File: src/rtl/sysclk_pkg.sv
package sysclk_pkg;
  localparam int          CTRL_W        = 8;
  localparam int          BIT_STACK     = 2;
  localparam int          BIT_RING_SEL  = 3;
  localparam int          BIT_SUB_EN    = 4;
  localparam int          BIT_MAIN_STOP = 5;
  localparam int          BIT_MAIN_SLOW = 6;
  localparam int          BIT_SYS_SUB   = 7;
  localparam logic [7:0]  CTRL_RESET    = 8'h68;

  typedef enum logic [1:0] {
    SRC_MAIN_FAST = 2'd0,
    SRC_MAIN_SLOW = 2'd1,
    SRC_RING      = 2'd2,
    SRC_SUB       = 2'd3
  } clk_src_e;
endpackage

File: src/rtl/sysclk_rst_sync.sv
module sysclk_rst_sync #(
  parameter int STAGES = 2
) (
  input  logic clk,
  input  logic rst_n,
  output logic rst_sync_n
);
  logic [STAGES-1:0] chain_q;

  always_ff @(posedge clk or negedge rst_n) begin
    if (!rst_n) chain_q <= '0;
    else        chain_q <= {chain_q[STAGES-2:0], 1'b1};
  end

  assign rst_sync_n = chain_q[STAGES-1];
endmodule

File: src/rtl/sysclk_mode_reg.sv
module sysclk_mode_reg
  import sysclk_pkg::*;
#(
  parameter int         ADDR_W   = 8,
  parameter logic [7:0] REG_ADDR = 8'h3B
) (
  input  logic              clk,
  input  logic              rst_n,
  input  logic              bus_sel,
  input  logic              bus_wr,
  input  logic              bus_rd,
  input  logic [ADDR_W-1:0] bus_addr,
  input  logic [CTRL_W-1:0] bus_wdata,
  output logic [CTRL_W-1:0] bus_rdata,
  output logic [CTRL_W-1:0] mode_q,
  output logic              wr_err
);
  logic [CTRL_W-1:0] mode_d;
  logic [CTRL_W-1:0] flip;
  logic              hit, bad_pair, wr_ok, wr_bad, err_d;

  always_comb begin
    hit      = bus_sel && (bus_addr == ADDR_W'(REG_ADDR));
    flip     = bus_wdata ^ mode_q;
    bad_pair = (flip[BIT_SYS_SUB] && flip[BIT_RING_SEL]) ||
               (flip[BIT_SYS_SUB] && flip[BIT_MAIN_SLOW]);
    wr_ok    = hit && bus_wr && !bad_pair;
    wr_bad   = hit && bus_wr && bad_pair;
    mode_d   = wr_ok ? bus_wdata : mode_q;
    if (wr_bad)                err_d = 1'b1;
    else if (hit && bus_rd)    err_d = 1'b0;
    else                       err_d = wr_err;
    bus_rdata = (hit && bus_rd) ? mode_q : '0;
  end

  always_ff @(posedge clk or negedge rst_n) begin
    if (!rst_n) begin
      mode_q <= CTRL_RESET;
      wr_err <= 1'b0;
    end else begin
      mode_q <= mode_d;
      wr_err <= err_d;
    end
  end
endmodule

File: src/rtl/sysclk_tick_edge.sv
module sysclk_tick_edge #(
  parameter int SYNC_STAGES = 2
) (
  input  logic clk,
  input  logic rst_n,
  input  logic tick_in,
  input  logic run,
  output logic rise
);
  logic [SYNC_STAGES-1:0] sync_q;
  logic                   last_q;
  logic                   synced;

  generate
    if (SYNC_STAGES == 1) begin : g_one
      always_ff @(posedge clk or negedge rst_n) begin
        if (!rst_n) sync_q <= '0;
        else        sync_q <= tick_in;
      end
    end else begin : g_many
      always_ff @(posedge clk or negedge rst_n) begin
        if (!rst_n) sync_q <= '0;
        else        sync_q <= {sync_q[SYNC_STAGES-2:0], tick_in};
      end
    end
  endgenerate

  assign synced = sync_q[SYNC_STAGES-1];

  always_ff @(posedge clk or negedge rst_n) begin
    if (!rst_n) last_q <= 1'b0;
    else        last_q <= synced;
  end

  assign rise = run && synced && !last_q;
endmodule

File: src/rtl/sysclk_divider.sv
module sysclk_divider #(
  parameter int CNT_W = 5
) (
  input  logic             clk,
  input  logic             rst_n,
  input  logic             step,
  input  logic             clear,
  input  logic [CNT_W-1:0] term,
  output logic             ce
);
  logic [CNT_W-1:0] cnt_q, cnt_d;
  logic             ce_d;

  always_comb begin
    cnt_d = cnt_q;
    ce_d  = 1'b0;
    if (clear) begin
      cnt_d = '0;
    end else if (step) begin
      if (cnt_q >= term) begin
        cnt_d = '0;
        ce_d  = 1'b1;
      end else begin
        cnt_d = cnt_q + 1'b1;
      end
    end
  end

  always_ff @(posedge clk or negedge rst_n) begin
    if (!rst_n) begin
      cnt_q <= '0;
      ce    <= 1'b0;
    end else begin
      cnt_q <= cnt_d;
      ce    <= ce_d;
    end
  end
endmodule

File: src/rtl/sysclk_mode_ctrl.sv
module sysclk_mode_ctrl
  import sysclk_pkg::*;
#(
  parameter int         ADDR_W        = 8,
  parameter logic [7:0] REG_ADDR      = 8'h3B,
  parameter int         DIV_MAIN_FAST = 2,
  parameter int         DIV_MAIN_SLOW = 8,
  parameter int         DIV_RING      = 32,
  parameter int         DIV_SUB       = 1,
  parameter int         SYNC_STAGES   = 2,
  parameter int         RST_STAGES    = 2
) (
  input  logic              clk,
  input  logic              rst_n,
  input  logic              bus_sel,
  input  logic              bus_wr,
  input  logic              bus_rd,
  input  logic [ADDR_W-1:0] bus_addr,
  input  logic [7:0]        bus_wdata,
  output logic [7:0]        bus_rdata,
  input  logic              main_tick,
  input  logic              sub_tick,
  input  logic              ring_tick,
  output logic              sys_ce,
  output logic              main_osc_en,
  output logic              sub_osc_en,
  output logic              stack_page,
  output logic [1:0]        proc_mode,
  output logic              wr_err
);
  localparam int NUM_SRC = 3;
  localparam int DIV_MAX = (DIV_RING > DIV_MAIN_SLOW) ? DIV_RING : DIV_MAIN_SLOW;
  localparam int CNT_W   = (DIV_MAX > 2) ? $clog2(DIV_MAX) : 1;
  localparam int IDX_MAIN = 0;
  localparam int IDX_RING = 1;
  localparam int IDX_SUB  = 2;

  logic               rst_sync_n;
  logic [7:0]         mode_q;
  logic [NUM_SRC-1:0] tick_vec, run_vec, rise_vec;
  clk_src_e           src_sel, src_q;
  logic               step, clear;
  logic [CNT_W-1:0]   term;

  sysclk_rst_sync #(.STAGES(RST_STAGES)) u_rst (
    .clk(clk), .rst_n(rst_n), .rst_sync_n(rst_sync_n)
  );

  sysclk_mode_reg #(.ADDR_W(ADDR_W), .REG_ADDR(REG_ADDR)) u_reg (
    .clk(clk), .rst_n(rst_sync_n),
    .bus_sel(bus_sel), .bus_wr(bus_wr), .bus_rd(bus_rd),
    .bus_addr(bus_addr), .bus_wdata(bus_wdata), .bus_rdata(bus_rdata),
    .mode_q(mode_q), .wr_err(wr_err)
  );

  assign tick_vec = {sub_tick, ring_tick, main_tick};
  assign run_vec  = {mode_q[BIT_SUB_EN], 1'b1, !mode_q[BIT_MAIN_STOP]};

  generate
    for (genvar i = 0; i < NUM_SRC; i++) begin : g_src
      sysclk_tick_edge #(.SYNC_STAGES(SYNC_STAGES)) u_edge (
        .clk(clk), .rst_n(rst_sync_n),
        .tick_in(tick_vec[i]), .run(run_vec[i]), .rise(rise_vec[i])
      );
    end
  endgenerate

  always_comb begin
    if (mode_q[BIT_SYS_SUB])        src_sel = SRC_SUB;
    else if (mode_q[BIT_RING_SEL])  src_sel = SRC_RING;
    else if (mode_q[BIT_MAIN_SLOW]) src_sel = SRC_MAIN_SLOW;
    else                            src_sel = SRC_MAIN_FAST;
    case (src_sel)
      SRC_MAIN_FAST: begin step = rise_vec[IDX_MAIN]; term = CNT_W'(DIV_MAIN_FAST - 1); end
      SRC_MAIN_SLOW: begin step = rise_vec[IDX_MAIN]; term = CNT_W'(DIV_MAIN_SLOW - 1); end
      SRC_RING:      begin step = rise_vec[IDX_RING]; term = CNT_W'(DIV_RING - 1);      end
      default:       begin step = rise_vec[IDX_SUB];  term = CNT_W'(DIV_SUB - 1);       end
    endcase
    clear = (src_sel != src_q);
  end

  always_ff @(posedge clk or negedge rst_sync_n) begin
    if (!rst_sync_n) src_q <= SRC_RING;
    else             src_q <= src_sel;
  end

  sysclk_divider #(.CNT_W(CNT_W)) u_div (
    .clk(clk), .rst_n(rst_sync_n),
    .step(step), .clear(clear), .term(term), .ce(sys_ce)
  );

  assign main_osc_en = !mode_q[BIT_MAIN_STOP];
  assign sub_osc_en  = mode_q[BIT_SUB_EN];
  assign stack_page  = mode_q[BIT_STACK];
  assign proc_mode   = mode_q[1:0];
endmodule

File: config.mk
export PLATFORM = sky130hd
export DESIGN_NAME = sysclk_mode_ctrl
export DESIGN_NICKNAME = d
export VERILOG_FILES = /design/src/rtl/sysclk_pkg.sv /design/src/rtl/sysclk_rst_sync.sv /design/src/rtl/sysclk_mode_reg.sv /design/src/rtl/sysclk_tick_edge.sv /design/src/rtl/sysclk_divider.sv /design/src/rtl/sysclk_mode_ctrl.sv
export SDC_FILE = /design/constraint.sdc
export NUM_CORES = 1
export LEC_CHECK = 0
export ABC_CLOCK_PERIOD_IN_PS = 1300
export BUFFER_PORTS_ARGS = -buffer_cell sky130_fd_sc_hd__buf_2
export CELL_PAD_IN_SITES_DETAIL_PLACEMENT = 0
export CELL_PAD_IN_SITES_GLOBAL_PLACEMENT = 1
export CORE_MARGIN = 2
export CORE_UTILIZATION = 39
export CTS_CLUSTER_SIZE = 12
export DETAILED_ROUTE_END_ITERATION = 7
export PLACE_DENSITY = 0.81
export SYNTH_ARGS = -nofsm -noshare
export SYNTH_HDL_FRONTEND = slang
export SYNTH_SLANG_ARGS = --single-unit
File: constraint.sdc
create_clock -name clk -period 1.3 [get_ports clk]
set_clock_uncertainty 0.2 [all_clocks]
set_input_delay 0.065 -clock clk [delete_from_list [all_inputs] [get_ports clk]]
set_output_delay 0.065 -clock clk [all_outputs]
set_load 0.05 [all_outputs]
# Word level (Yosys, flattened, before mapping)
# Cells that the tools add are included.
[word_totals]
regBits = 28
latch_bits = 0
mem_bits_rw = 0
mem_bits_ro = 0
input_bits = 24
output_inout_bits = 15
elab_cells = 55
mem_count = 0
[op_classes]
addsub = 1
n_mul = 0
div = 0
n_lt_le_gt_ge = 1
n_eq_ne = 4
shift = 0
mux = 14
bitwise = 1
n_reduce_logical = 22
[ops]
columns = ["op", "n"]
rows = [
  ["2-to-1 mux 5 bit", 3],
  ["case mux 5 bit (3 select lines)", 1],
  ["logical AND 1 bit", 12],
  ["equality test 8 x 6 -> 1 bit, second input constant", 1],
  ["2-to-1 mux 8 bit", 1],
  ["bitwise XOR 8 bit", 1],
  ["2-to-1 mux 1 bit", 6],
  ["adder 5 x 1 -> 5 bit, second input constant", 1],
  ["greater-or-equal comparator 5 bit", 1],
  ["zero test 1 bit", 5],
  ["2-to-1 mux 2 bit", 2],
  ["nonzero test 2 bit", 2],
  ["equality test 2 x 1 -> 1 bit, second input constant", 1],
  ["equality test 2 bit, second input constant", 1],
  ["zero test 2 bit", 1],
  ["!= test 2 bit", 1],
  ["case mux 1 bit (2 select lines)", 1],
  ["OR reduction 2 bit", 1],
  ["logical OR 1 bit", 1],
]

# Logic depth before layout (Yosys ltp)
[depth]
ltp_word = 9
mapped_depth = 11
depth_no_buf = 11

# By module
# Synthesis repeated with hierarchy kept, for this count alone.
[hier_totals]
cells_unflattened = 128
area_unflattened_um2 = 1466.4
[modules_own_cells]
columns = ["mod", "instances", "cells_each", "area_each_um2"]
rows = [
  ["sysclk_mode_reg", 1, 39, 489.2],
  ["sysclk_divider", 1, 51, 475.5],
  ["sysclk_tick_edge", 3, 4, 83.8],
  ["sysclk_mode_ctrl", 1, 23, 196.4],
  ["sysclk_rst_sync", 1, 3, 53.8],
]

# Least setup slack after synthesis
# No wires, ideal clock.
[synth_timing]
path_type = "reg2reg"
startpoint = "register u_reg.mode_q[3]"
endpoint = "register u_div.cnt_q[4]"
setup_ns = 0.078
arrival_ns = 2.609
required_time_ns = 1.022
path_slack_ns = -1.587
stages_incl_launch_ff = 12
n_path_buf = 0
period_less_slack_ns = 2.887
path_cell_list = "dfstp_2 inv_1 a21oi_1 inv_1 ha_1 inv_1 ha_1 a211oi_1 o21ai_0 a21o_1 or4_1 a21oi_1"
[synth_between]
elab_chain_len = 8
elab_cells_between_ends = 14
cone_classes = "1 x order compare; 3 x eq/ne; 7 x mux; 3 x reduce/logical"
[synth_lines]
columns = ["item", "line_no", "rtl"]
rows = [
  ["start, declared", "sysclk_mode_reg.sv:15", "output logic [CTRL_W-1:0] mode_q,"],
  ["start signal, assigned", "sysclk_mode_reg.sv:41", "mode_q <= mode_d;"],
  ["2-to-1 mux 2 bit *", "sysclk_mode_ctrl.sv:70", "else if (mode_q[BIT_RING_SEL]) src_sel = SRC_RING;"],
  ["2-to-1 mux 2 bit *", "sysclk_mode_ctrl.sv:69", "if (mode_q[BIT_SYS_SUB]) src_sel = SRC_SUB;"],
  ["via src_sel[0]", "sysclk_mode_ctrl.sv:41", "clk_src_e src_sel, src_q;"],
  ["equality test 2 bit, or another cell as far along", "sysclk_mode_ctrl.sv:73", "case (src_sel)"],
  ["case mux 5 bit (3 select lines)", "sysclk_mode_ctrl.sv:73", ""],
  ["greater-or-equal comparator 5 bit", "sysclk_divider.sv:20", "if (cnt_q >= term) begin"],
  ["2-to-1 mux 5 bit", "sysclk_divider.sv:20", ""],
  ["2-to-1 mux 5 bit", "sysclk_divider.sv:19", "end else if (step) begin"],
  ["2-to-1 mux 5 bit", "sysclk_divider.sv:17", "if (clear) begin"],
  ["end signal, assigned", "sysclk_divider.sv:34", "cnt_q <= cnt_d;"],
  ["end, declared", "sysclk_divider.sv:11", "logic [CNT_W-1:0] cnt_q, cnt_d;"],
]
# Mark *: on every way through the listed nets, which the timed path passes. The rest lies on a longest branch. The select of a mux whose other input is x is not followed.
# A chain may end at the register's enable or synchronous reset.

# Final worst setup path
# Ends and elaborated chain as after synthesis.

==> flow_metrics.env <==
export IMPL_maxCapViolCount=0
export IMPL_track_usage=0.170
export IMPL_worst_path_stages=11
export IMPL_io_pins=39
export IMPL_drt_iter0_markers=27
export IMPL_fin_ws_ps=-1410
export IMPL_hold_depth=3
export IMPL_cts_num_sinks=28
export IMPL_power_mw=2.35
export IMPL_crit_chain="inv_2 -> a21oi_2 -> inv_2 -> ha_4 -> inv_2 -> ha_4 -> a211oi_2 -> o21ai_1 -> a21o_1 -> or4_1 -> a21oi_2"
export IMPL_synth_edff_count=0
export IMPL_hp_class="input port to flip-flop"
export IMPL_leakagePower_nw=1.08
export IMPL_grt_overflow_total=0
export IMPL_fin_util=0.696
export IMPL_synth_top_area_share=0.446
export IMPL_grt_max_degree=27
export IMPL_vias=1155
export IMPL_path_class="flip-flop to flip-flop"
export IMPL_final_nets=234
export IMPL_grt_pass1_wl_mm=5.32
export IMPL_yosys_top_cells_count="dfrtp_1, nand2_1, inv_1, ha_1, mux2_2"
export IMPL_max_freq_mhz=369
export IMPL_initial_core_util=0.404
export IMPL_async_flop_share=1.00
export IMPL_wl_mm=3.25
export IMPL_path_common_cell="inv_2"
export IMPL_dp_hpwl_mm=2.15
export IMPL_viasPerCell=4.68
export IMPL_syn_area_per_cell_sq_um=11.7
export IMPL_core_area_sq_um=3340
export IMPL_place_ws_ps=-1520
export IMPL_critPathBufInv=3
export IMPL_ys_seq_elements=28
export IMPL_h_tree_depth=1
export IMPL_yosys_warnings=0
export IMPL_min_period_over_period=2.09
export IMPL_grt_pass1_vias=1256
export IMPL_cts_tree="built"
export IMPL_gp_congestion=0.756
export IMPL_critPathRequiredTime_ps=1370
export IMPL_synth_most_common_cell="dfrtp_1"
export IMPL_die_area_sq_um=3940
export IMPL_synth_main_ff_cell="dfrtp_1"
export IMPL_critPathArrivalTime_ps=2790
export IMPL_vdd_ir_drop_max_v=0.000847
export IMPL_n_antenna_cell=0
export IMPL_synthTopCellsByArea="dfrtp_1, dfstp_2, ha_1"
export IMPL_mappedNetlistArea_sq_um=1350
export IMPL_rr_worst_depth=11
export IMPL_hold_path_end="u_reg.wr_err$_DFFE_PN0P_"
export IMPL_drc=0
export IMPL_r2r_slack_ps=-1410
export IMPL_io_buffers=38
export IMPL_slew_viol_final=0
export IMPL_cts_buffers=3
export IMPL_finalCriticalPeriod_ps=2710
export IMPL_area_growth_pct=72.4
export IMPL_clk_path_buf_depth=2
export IMPL_dpl_cell_area_sq_um=1870
export IMPL_insertion_delay_ps=330
export IMPL_synth_seq_area_share=0.524
export IMPL_rr_endpoint="u_div.cnt_q[4]$_DFFE_PN0P_"
export IMPL_wl_per_cell_um=13.2
export IMPL_postSynthCellCount=115
export IMPL_violations="negative setup slack"
export IMPL_ant_nets=0
export IMPL_num_rows=21
export IMPL_drive_gt1_frac=0.617
export IMPL_cts_hold_buf=14
export IMPL_final_hold_viol_count=0
export IMPL_fillers=245
export IMPL_min_from="bus_rd"
export IMPL_whs_ps=17.0
export IMPL_startpoint_type="flip-flop"
export IMPL_end_kind="flip-flop"
export IMPL_path_clk_slew_ps=150
export IMPL_yosys_area_top_type="dfrtp_1"
export IMPL_rsz0062_at_grt="true"
export IMPL_status="finished with violations"
export IMPL_yosysUniqueCellTypes=32
export IMPL_fp_dieH_um=62.8
export IMPL_worstReg2RegStart="u_reg.mode_q[3]$_DFFE_PN1P_"
export IMPL_setup_viol=25
export IMPL_cpPeakStageDelay_ps=590
export IMPL_root_buffer="clkbuf_4"
export IMPL_die_width_um=62.8
export IMPL_antenna_found_initial=0
export IMPL_crit_slowest_cell="dfstp_2"
export IMPL_syn_nets=147
export IMPL_crit_path_max_fanout=4
export IMPL_power_density_nw_per_um2=1010
export IMPL_drt_first_pass_iters=4
export IMPL_cpLargestDelayFamily="compound AO/OA/AOI/OAI gates"
export IMPL_fin_area_sq_um=2320
-- registers in the layout, indices dropped and copies added (netlist names) --
| register | count |
|---|---|
| g_src.u_edge.last_q | 3 |
| u_rst.chain_q | 2 |
| u_div.cnt_q | 5 |
| u_reg.wr_err | 1 |
| g_src.u_edge.sync_q | 6 |
| src_q | 2 |
| u_div.ce | 1 |
| u_reg.mode_q | 8 |
-- per-stage QoR --
step / TNS [ps] / std cells
after detailed placement: -14350 / 224
after CTS: -13940 / 245
after floorplan: -11270 / 115
after global placement: -13520 / 224
after global routing: -16240 / 247
final: -14460 / 247
-- worst max path at each step --
stage | start | slack, ps | endpoint
2_1_floorplan | u_reg.mode_q[3]$_DFFE_PN1P_ | -1460 | u_div.cnt_q[4]$_DFFE_PN0P_
3_3_place_gp | u_reg.mode_q[3]$_DFFE_PN1P_ | -1420 | u_div.cnt_q[4]$_DFFE_PN0P_
3_5_place_dp | u_reg.mode_q[3]$_DFFE_PN1P_ | -1520 | u_div.cnt_q[4]$_DFFE_PN0P_
4_1_cts | u_reg.mode_q[3]$_DFFE_PN1P_ | -1420 | u_div.cnt_q[4]$_DFFE_PN0P_
5_1_grt | u_reg.mode_q[3]$_DFFE_PN1P_ | -1530 | u_div.cnt_q[4]$_DFFE_PN0P_
6_report | u_reg.mode_q[3]$_DFFE_PN1P_ | -1410 | u_div.cnt_q[4]$_DFFE_PN0P_
-- routing by layer --
layer  part of all wire  track usage
met2               0.53        0.315
met4              0.023       0.0611
met1               0.42        0.200
met3              0.026       0.0234
met5                  0            0
-- what timing repair did --
item | CTS | global route
resized for setup | 41 | 24
endpoints found under the setup margin | 25 | 28
setup buffers | 5 | 5
hold endpoints to repair | 14 | 1
pin swaps | 8 | 5
-- cell type report --
cell class	count	area, sq um	area share
clock buffer	4	36.3	0.0156
tap	46	57.6	0.0248
sequential	28	708	0.305
timing repair buffer	85	708	0.305
multi-input combinational	75	777	0.334
inverter	9	36.3	0.0156
-- logic make-up after synthesis --
group           share of synthesized area
compound gates                     0.0863
xor+xnor                           0.0325
fa+ha+maj                          0.0743
buf+inv                            0.0446
flops                               0.524
mux                                0.0669
other cells                       0.00278
simple gates                        0.169
-- power breakdown --
part           switching, mW  internal, mW  total, mW
logic                  0.414         0.497      0.911
registers             0.0532         0.963       1.02
clock network          0.253         0.172      0.424
total                  0.720          1.63       2.35
-- worst reg2reg max path: stages, from the launching register on --
cell	delay (ps)
dfstp_2	590
inv_2	50
a21oi_2	150
inv_2	70
ha_4	270
inv_2	50
ha_4	210
a211oi_2	160
o21ai_1	100
a21o_1	210
or4_1	490
a21oi_2	120
-- cells in the final DEF, fill, tap and decap left out, types with 2 or more instances in the layout --
master / synthesis / final
a21oi_1: 7 / 3
a21oi_2: 0 / 3
a2bb2oi_1: 2 / 2
and3_2: 0 / 3
and3_4: 0 / 3
buf_2: 0 / 24
buf_4: 2 / 28
buf_6: 1 / 12
buf_8: 0 / 5
clkbuf_4: 0 / 4
dfrtp_1: 24 / 22
dfrtp_2: 0 / 2
dfstp_2: 4 / 4
dlygate4sd3_1: 0 / 14
ha_1: 8 / 3
ha_2: 0 / 3
ha_4: 0 / 2
inv_1: 9 / 4
inv_2: 0 / 4
mux2_2: 8 / 2
mux2_4: 0 / 6
nand2_1: 12 / 11
nand3_1: 2 / 2
nor2_4: 0 / 3
o21ai_0: 3 / 2
or4_1: 3 / 3
xnor2_4: 0 / 2
Power figures use the tool's default switching activity.
